**config.mk**
```make
export PLATFORM = sky130hd
export DESIGN_NAME = pfail_guard
export DESIGN_NICKNAME = d
export VERILOG_FILES = /design/src/rtl/pfg_pkg.sv /design/src/rtl/pfg_sync.sv /design/src/rtl/pfg_seq.sv /design/src/rtl/pfg_gate.sv /design/src/rtl/pfail_guard.sv
export SDC_FILE = /design/constraint.sdc
export NUM_CORES = 1
export LEC_CHECK = 0
export BUFFER_PORTS_ARGS = -buffer_cell sky130_fd_sc_hd__buf_2
export CAP_MARGIN = 25
export CELL_PAD_IN_SITES_DETAIL_PLACEMENT = 1
export CELL_PAD_IN_SITES_GLOBAL_PLACEMENT = 2
export CORE_MARGIN = 4
export CORE_UTILIZATION = 39
export CTS_BUF_LIST = sky130_fd_sc_hd__clkbuf_16
export CTS_CLUSTER_DIAMETER = 50
export DETAILED_ROUTE_END_ITERATION = 8
export GPL_ROUTABILITY_DRIVEN = 1
export PLACE_DENSITY = 0.83
export SLEW_MARGIN = 10
export SYNTH_ARGS = -nofsm -noshare
export SYNTH_HDL_FRONTEND = slang
export SYNTH_HIERARCHICAL = 1
export SYNTH_SLANG_ARGS = --single-unit
```
**constraint.sdc**
```tcl
create_clock -name clk -period 5.75 [get_ports clk]
set_input_delay 1.15 -clock clk [delete_from_list [all_inputs] [get_ports clk]]
set_output_delay 1.15 -clock clk [all_outputs]
set_load 0.02 [all_outputs]
```
**src/rtl/pfg_pkg.sv**
```systemverilog
package pfg_pkg;

    typedef enum logic [1:0] {
        PS_NORM  = 2'b00,
        PS_DESEL = 2'b01,
        PS_BATT  = 2'b10,
        PS_RECOV = 2'b11
    } pstate_e;

endpackage

```
**src/rtl/pfg_sync.sv**
```systemverilog
module pfg_sync #(
    parameter int W      = 2,
    parameter int STAGES = 2
) (
    input  logic         clk,
    input  logic         rst_n,
    input  logic [W-1:0] din,
    output logic [W-1:0] dout
);

    genvar b;
    generate
        for (b = 0; b < W; b++) begin : g_bit
            logic [STAGES-1:0] chain_d, chain_q;

            always_comb begin
                chain_d = {chain_q[STAGES-2:0], din[b]};
            end

            always_ff @(posedge clk or negedge rst_n) begin
                if (!rst_n) chain_q <= '0;
                else        chain_q <= chain_d;
            end

            assign dout[b] = chain_q[STAGES-1];
        end
    endgenerate

endmodule

```
**src/rtl/pfg_seq.sv**
```systemverilog
module pfg_seq
    import pfg_pkg::*;
#(
    parameter int REC_CYCLES = 250000
) (
    input  logic    clk,
    input  logic    rst_n,
    input  logic    low_s,
    input  logic    crit_s,
    output pstate_e state,
    output logic    bat_q,
    output logic    prot_q
);

    localparam int CW = (REC_CYCLES > 2) ? $clog2(REC_CYCLES) : 1;
    localparam logic [CW-1:0] LAST = CW'(REC_CYCLES - 1);

    typedef struct packed {
        pstate_e       st;
        logic [CW-1:0] cnt;
        logic          bat;
        logic          prot;
    } seq_t;

    seq_t r_d, r_q;
    logic fail;

    always_comb begin
        r_d  = r_q;
        // the switchover flag alone also means the supply is low
        fail = low_s | crit_s;
        unique case (r_q.st)
            PS_NORM: begin
                if (crit_s)    r_d.st = PS_BATT;
                else if (fail) r_d.st = PS_DESEL;
            end
            PS_DESEL: begin
                if (crit_s) begin
                    r_d.st = PS_BATT;
                end else if (!fail) begin
                    r_d.st  = PS_RECOV;
                    r_d.cnt = '0;
                end
            end
            PS_BATT: begin
                if (!crit_s) begin
                    if (fail) begin
                        r_d.st = PS_DESEL;
                    end else begin
                        r_d.st  = PS_RECOV;
                        r_d.cnt = '0;
                    end
                end
            end
            PS_RECOV: begin
                if (crit_s) begin
                    r_d.st = PS_BATT;
                end else if (fail) begin
                    r_d.st = PS_DESEL;
                end else if (r_q.cnt == LAST) begin
                    r_d.st = PS_NORM;
                end else begin
                    r_d.cnt = r_q.cnt + 1'b1;
                end
            end
            default: r_d.st = PS_DESEL;
        endcase
        r_d.bat  = (r_d.st == PS_BATT);
        r_d.prot = (r_d.st != PS_NORM);
    end

    always_ff @(posedge clk or negedge rst_n) begin
        if (!rst_n) begin
            r_q.st   <= PS_NORM;
            r_q.cnt  <= '0;
            r_q.bat  <= 1'b0;
            r_q.prot <= 1'b0;
        end else begin
            r_q <= r_d;
        end
    end

    assign state  = r_q.st;
    assign bat_q  = r_q.bat;
    assign prot_q = r_q.prot;

endmodule

```
**src/rtl/pfg_gate.sv**
```systemverilog
module pfg_gate
    import pfg_pkg::*;
(
    input  pstate_e state,
    input  logic    host_ce_n,
    input  logic    host_oe_n,
    input  logic    host_we_n,
    output logic    mem_ce_n,
    output logic    mem_we_n,
    output logic    out_drive
);

    logic pass;
    logic sel;

    always_comb begin
        pass      = (state == PS_NORM);
        sel       = pass & ~host_ce_n;
        mem_ce_n  = ~sel;
        mem_we_n  = ~(sel & ~host_we_n);
        out_drive = sel & ~host_oe_n & host_we_n;
    end

endmodule

```
**src/rtl/pfail_guard.sv**
```systemverilog
module pfail_guard
    import pfg_pkg::*;
#(
    parameter int REC_CYCLES  = 250000,
    parameter int SYNC_STAGES = 2
) (
    input  logic       clk,
    input  logic       rst_n,
    input  logic       sup_low_a,
    input  logic       sup_crit_a,
    input  logic       host_ce_n,
    input  logic       host_oe_n,
    input  logic       host_we_n,
    output logic       mem_ce_n,
    output logic       mem_we_n,
    output logic       out_drive,
    output logic       bat_sel,
    output logic       wr_prot,
    output logic [1:0] pstate
);

    logic [1:0] flags_s;
    pstate_e    st;

    pfg_sync #(.W(2), .STAGES(SYNC_STAGES)) u_sync (
        .clk  (clk),
        .rst_n(rst_n),
        .din  ({sup_crit_a, sup_low_a}),
        .dout (flags_s)
    );

    pfg_seq #(.REC_CYCLES(REC_CYCLES)) u_seq (
        .clk   (clk),
        .rst_n (rst_n),
        .low_s (flags_s[0]),
        .crit_s(flags_s[1]),
        .state (st),
        .bat_q (bat_sel),
        .prot_q(wr_prot)
    );

    pfg_gate u_gate (
        .state    (st),
        .host_ce_n(host_ce_n),
        .host_oe_n(host_oe_n),
        .host_we_n(host_we_n),
        .mem_ce_n (mem_ce_n),
        .mem_we_n (mem_we_n),
        .out_drive(out_drive)
    );

    assign pstate = st;

endmodule

```
After elaboration in Yosys (flattened, before gate mapping)
Cells that the tools add are included.
{"block": "word_totals", "ff_bits": 26, "latchBits": 0, "ramBits": 0, "mem_bits_ro": 0, "in_bits": 7, "output_inout_bits": 7, "n_memories": 0}
{"block": "classes", "n_addsub": 1, "n_mul": 0, "n_div": 0, "magnitude_cmp": 0, "n_eq_ne": 12, "n_shift": 0, "n_mux": 16, "bitwise": 10, "n_reduce_logical": 4}
{"op": "18-bit two-way mux", "n": 5}
{"op": "18-bit case mux with 3 select lines", "n": 1}
{"op": "20-bit two-way mux", "n": 2}
{"op": "18-bit by 1-bit adder with 18-bit output (second input constant)", "n": 1}
{"op": "18-bit == test (second input constant)", "n": 1}
{"op": "2-bit two-way mux", "n": 7}
{"op": "2-bit inequality test (second input constant)", "n": 7}
{"op": "2-bit case mux with 4 select lines", "n": 1}
{"op": "8-bit AND reduction", "n": 1}
{"op": "2-bit == test (second input constant)", "n": 3}
{"op": "1-bit inverter", "n": 5}
{"op": "1-bit AND", "n": 4}
{"op": "3-bit nonzero test", "n": 1}
{"op": "2-bit by 1-bit == test with 1-bit output (second input constant)", "n": 1}
{"op": "2-bit zero test", "n": 1}
{"op": "2-bit nonzero test", "n": 1}
{"op": "1-bit OR", "n": 1}

Depth between registers and ports, before layout
{"block": "logic_depth", "word_depth": 6, "depth_mapped": 6, "ltp_nobuf": 5}

Hierarchy
Netlist, hierarchy kept.
{"mod": "pfg_seq", "n_inst": 1, "cells_per_inst": 128, "area_per_inst_um2": 1218.7, "seq_area_each_um2": 550.5}
{"mod": "pfg_sync", "n_inst": 1, "cells_per_inst": 6, "area_per_inst_um2": 115.1, "seq_area_each_um2": 100.1}
{"mod": "pfg_gate", "n_inst": 1, "cells_per_inst": 3, "area_per_inst_um2": 30.0, "seq_area_each_um2": 0.0}

Least setup slack after synthesis
Ideal clock, no wire load.
{"block": "synth_timing", "kind": "input to output", "from": "input port host_ce_n", "to": "output port out_drive", "t_arrival_ps": 1892, "path_slack_ps": 2708, "stages": 2, "path_buffers": 0, "cell_sequence": "or3_4 -> nor3b_2"}
{"block": "synth_via", "elab_chain_len": 4}
{"item": "from (decl)", "line": "pfail_guard.sv:11", "rtl": "input logic host_ce_n,"}
{"item": "1-bit inverter", "line": "pfg_gate.sv:18", "rtl": "sel = pass & ~host_ce_n;"}
{"item": "1-bit AND", "line": "pfg_gate.sv:18"}
{"item": "1-bit AND (2 in series)", "line": "pfg_gate.sv:21", "rtl": "out_drive = sel & ~host_oe_n & host_we_n;"}
{"item": "to (decl)", "line": "pfail_guard.sv:16", "rtl": "output logic out_drive,"}
No other way between the ends.

Final worst setup path
Same ends and word-level chain as after synthesis.

==> flow_summary.ini <==
[detailed_routing]
wl_per_cell_um = 17.1
dr.first_iter.drc_count = 78
vias = 1102
detailedRoute.firstPassIterationCount = 4
wirelength_um = 3270
ant_nets = 0
detail_route.vias_per_cell = 5.77
route.detailed.drc = 0

[critical_path]
timing.critical_path.cells = buf_2, or3_4, nor3b_2, buf_2
setup.worst_path.end_class = output pin
worst_r2r_path_depth = 4
cp-start-kind = primary input
timing.critical_path.slowest_cell_delay_ns = 0.33
timing.setup.critical_path_class = in -> out
worst_path_dominant_cell_family = simple AND/OR/NAND/NOR gates
crit_path_slowest_cell = or3_4
crit_top_cell = buf_2
cp.arrival_ns = 1.95
timing.critical_path.buf_inv = 2
timing.critical_path.required_ns = 4.60
wp_depth = 4
crit_path_max_fanout = 3

[sta]
grt_setup_unrepaired = no
fin_hold_ws_ns = 0.355
worst-slew-pin-transition_ns = 0.582
report.final.hold_viol_count = 0
maxSlewViolCount = 0
tns_ns = 0
finalWorstSetupSlack_ns = 2.65
final_period_minus_worst_setup_slack_ns = 3.10
share_of_the_clock_period_used_by_the_worst_path_after_layout = 0.540
achievable-frequency_mhz = 322
number_of_failing_setup_endpoints_in_the_final_timing_report = 0
slew_headroom = 0.612
clock-skew-final_ns = 0.00360

[yosys]
synthAdderAreaFrac = 0.00917
synth.yosys.warnings = 6
synth_simple_gate_area_frac = 0.285
synthCells = 137
synth-xor-area-share = 0.0193
yosys_most_used_dff = dfrtp_1
synth_cell_types = 40
async_sr_flop_fraction = 1.00
synthesis.area_mm2 = 0.00136
synth_seq_cells = 26
synth-edff-count = 0
synth_compound_area_frac = 0.149
seq_area_frac_synth = 0.477
synth.area.mux_share = 0.0147
synth.net_count = 145
combinational_family_with_the_most_area_after_synthesis = simple AND/OR/NAND/NOR gates
mapped_avg_cell_area_um2 = 9.95

[clocking]
clk_path_buf_depth = 2
cts_repair_resize_count = 0
numClockSinks = 26
number_of_h_tree_branching_levels = 1
cts_buffers = 3
clkSlewWorstSetupHoldPaths_ns = 0.07
tritoncts = yes
cts.hold.buffers_added = 0
post_cts.repair.setup_buffers = 0
clk-insertion-delay-late_ns = 0.26
ctsRootBufferMaster = clkbuf_16

[min_path]
hp-class = reg -> reg
hold_path_depth = 0

[global_routing]
global_route.overflow_total = 0
grt_first_pass_wirelength_um = 5690
maximum_number_of_pins_on_one_net_before_global_route_repair = 27
grt_usage = 0.168
antenna_found_initial = 0
first_global_vias = 1146

[flow_run]
drv_cap = 0

[die]
chipHeight_um = 67.1
start_util = 0.406
chipWidth_um = 67.1
die_area_mm2 = 0.00451
design.portCount = 14
floorplan.rows = 21
core-area_mm2 = 0.00336

[place]
gp_congestion = 0.783
io_buffers = 13
placement.setup.worst_slack_ns = 2.63
hpwl_um = 2360

[power_and_ir_drop]
power.share.sequential = 0.465
leakage_power_summed_over_all_cells_nw = 0.637
vdd_drop_max_v = 0.000118
power.density_mw_per_mm2 = 275
p_switching_mw = 0.0867
p_comb_frac = 0.063
internal-power_mw = 0.337
clock_power_frac = 0.473
power.share.switching = 0.205

[run_status]
outcome = complete, no violations

[finish]
layout-drive-gt1-share = 0.152
finalCoreUtilization = 0.458
mostFrequentLayoutCells = dfrtp_1 (26), buf_2 (13), nand2_1 (11), a21oi_1 (11), nand3_1 (7)
final_net_count = 154
n_antenna_cell = 0
most_common_library_cell_in_the_layout_ignoring_fill_and_taps = dfrtp_1
synthToLayoutAreaGrowth_pct = 12.9
## final cells by class
class / instances / area (µm²)
clock buffers: 3 / 75.1
fillers: 399 / 1820
multi-input cells: 99 / 651
repair buffers: 13 / 65.1
well taps: 46 / 57.6
flip-flops and latches: 26 / 651
clock inverters: 1 / 30.0
inverters: 3 / 11.3
## metrics by stage
step,power [mW],cell area [µm²],instances
finish,0.424,1540,191
global route,0.441,1540,191
CTS,0.430,1540,191
detailed placement,0.227,1440,187
global placement,0.226,1440,187
floorplan,0.217,1360,137
## cell families (layout without fill, tap and decap cells)
| kind of cell | count (synthesis) | in the layout |
|---|---|---|
| AO/OA/AOI/OAI | 31 | 31 |
| XOR/XNOR | 3 | 3 |
| adder cells (fa/ha/maj) | 1 | 1 |
| buffers and inverters | 12 | 20 |
| flip-flops | 26 | 26 |
| multiplexers | 2 | 2 |
| AND/OR/NAND/NOR | 62 | 62 |
## final timing paths
path	startpoint	to	slack (ns)
max reg2reg	u_sync/g_bit[1].chain_q[1]	u_seq/r_q[19]	3.58
max in group asynchronous	rst_n	u_seq/r_q[13]	4.48
max	host_ce_n	out_drive	2.65
min	u_sync/g_bit[0].chain_q[0]	u_sync/g_bit[0].chain_q[1]	0.36
min reg2reg	u_sync/g_bit[0].chain_q[0]	u_sync/g_bit[0].chain_q[1]	0.36
min in group asynchronous	rst_n	u_seq/r_q[2]	0.89
## Yosys cell counts, types with 4 or more instances
cell	n	area share
nand3_1	7	0.026
nand2_1	11	0.030
or4_1	6	0.033
nand4_1	5	0.023
o31ai_1	6	0.033
dfrtp_1	26	0.48
nor2_1	5	0.014
and3_1	4	0.018
o21ai_0	5	0.018
buf_4	4	0.022
a21oi_1	11	0.040
## power by group through the flow
stage	combinational, mW	sequential [mW]	clock [mW]
after floorplan	0.0203	0.197	0
after global routing	0.0299	0.199	0.213
after global placement	0.0262	0.200	0
final	0.0265	0.197	0.200
after CTS	0.0273	0.197	0.206
after detailed placement	0.0270	0.200	0
## flip-flops by register name, summed over array words and instances (netlist names)
name,count
u_seq/r_q,18
u_sync/g_bit.chain_q,4
u_seq/state,2
u_seq/bat_q,1
u_seq/prot_q,1
## per-layer routing
| layer | wire length [µm] | up-vias | track usage |
|---|---|---|---|
| li1 | - | 533 | - |
| met1 | 1520 | 559 | 0.228 |
| met2 | 1650 | 8 | 0.272 |
| met3 | 77 | 2 | 0.0316 |
| met4 | 21 | 0 | 0.0481 |
| met5 | 0 | - | 0 |
Power figures use the tool's default switching activity.
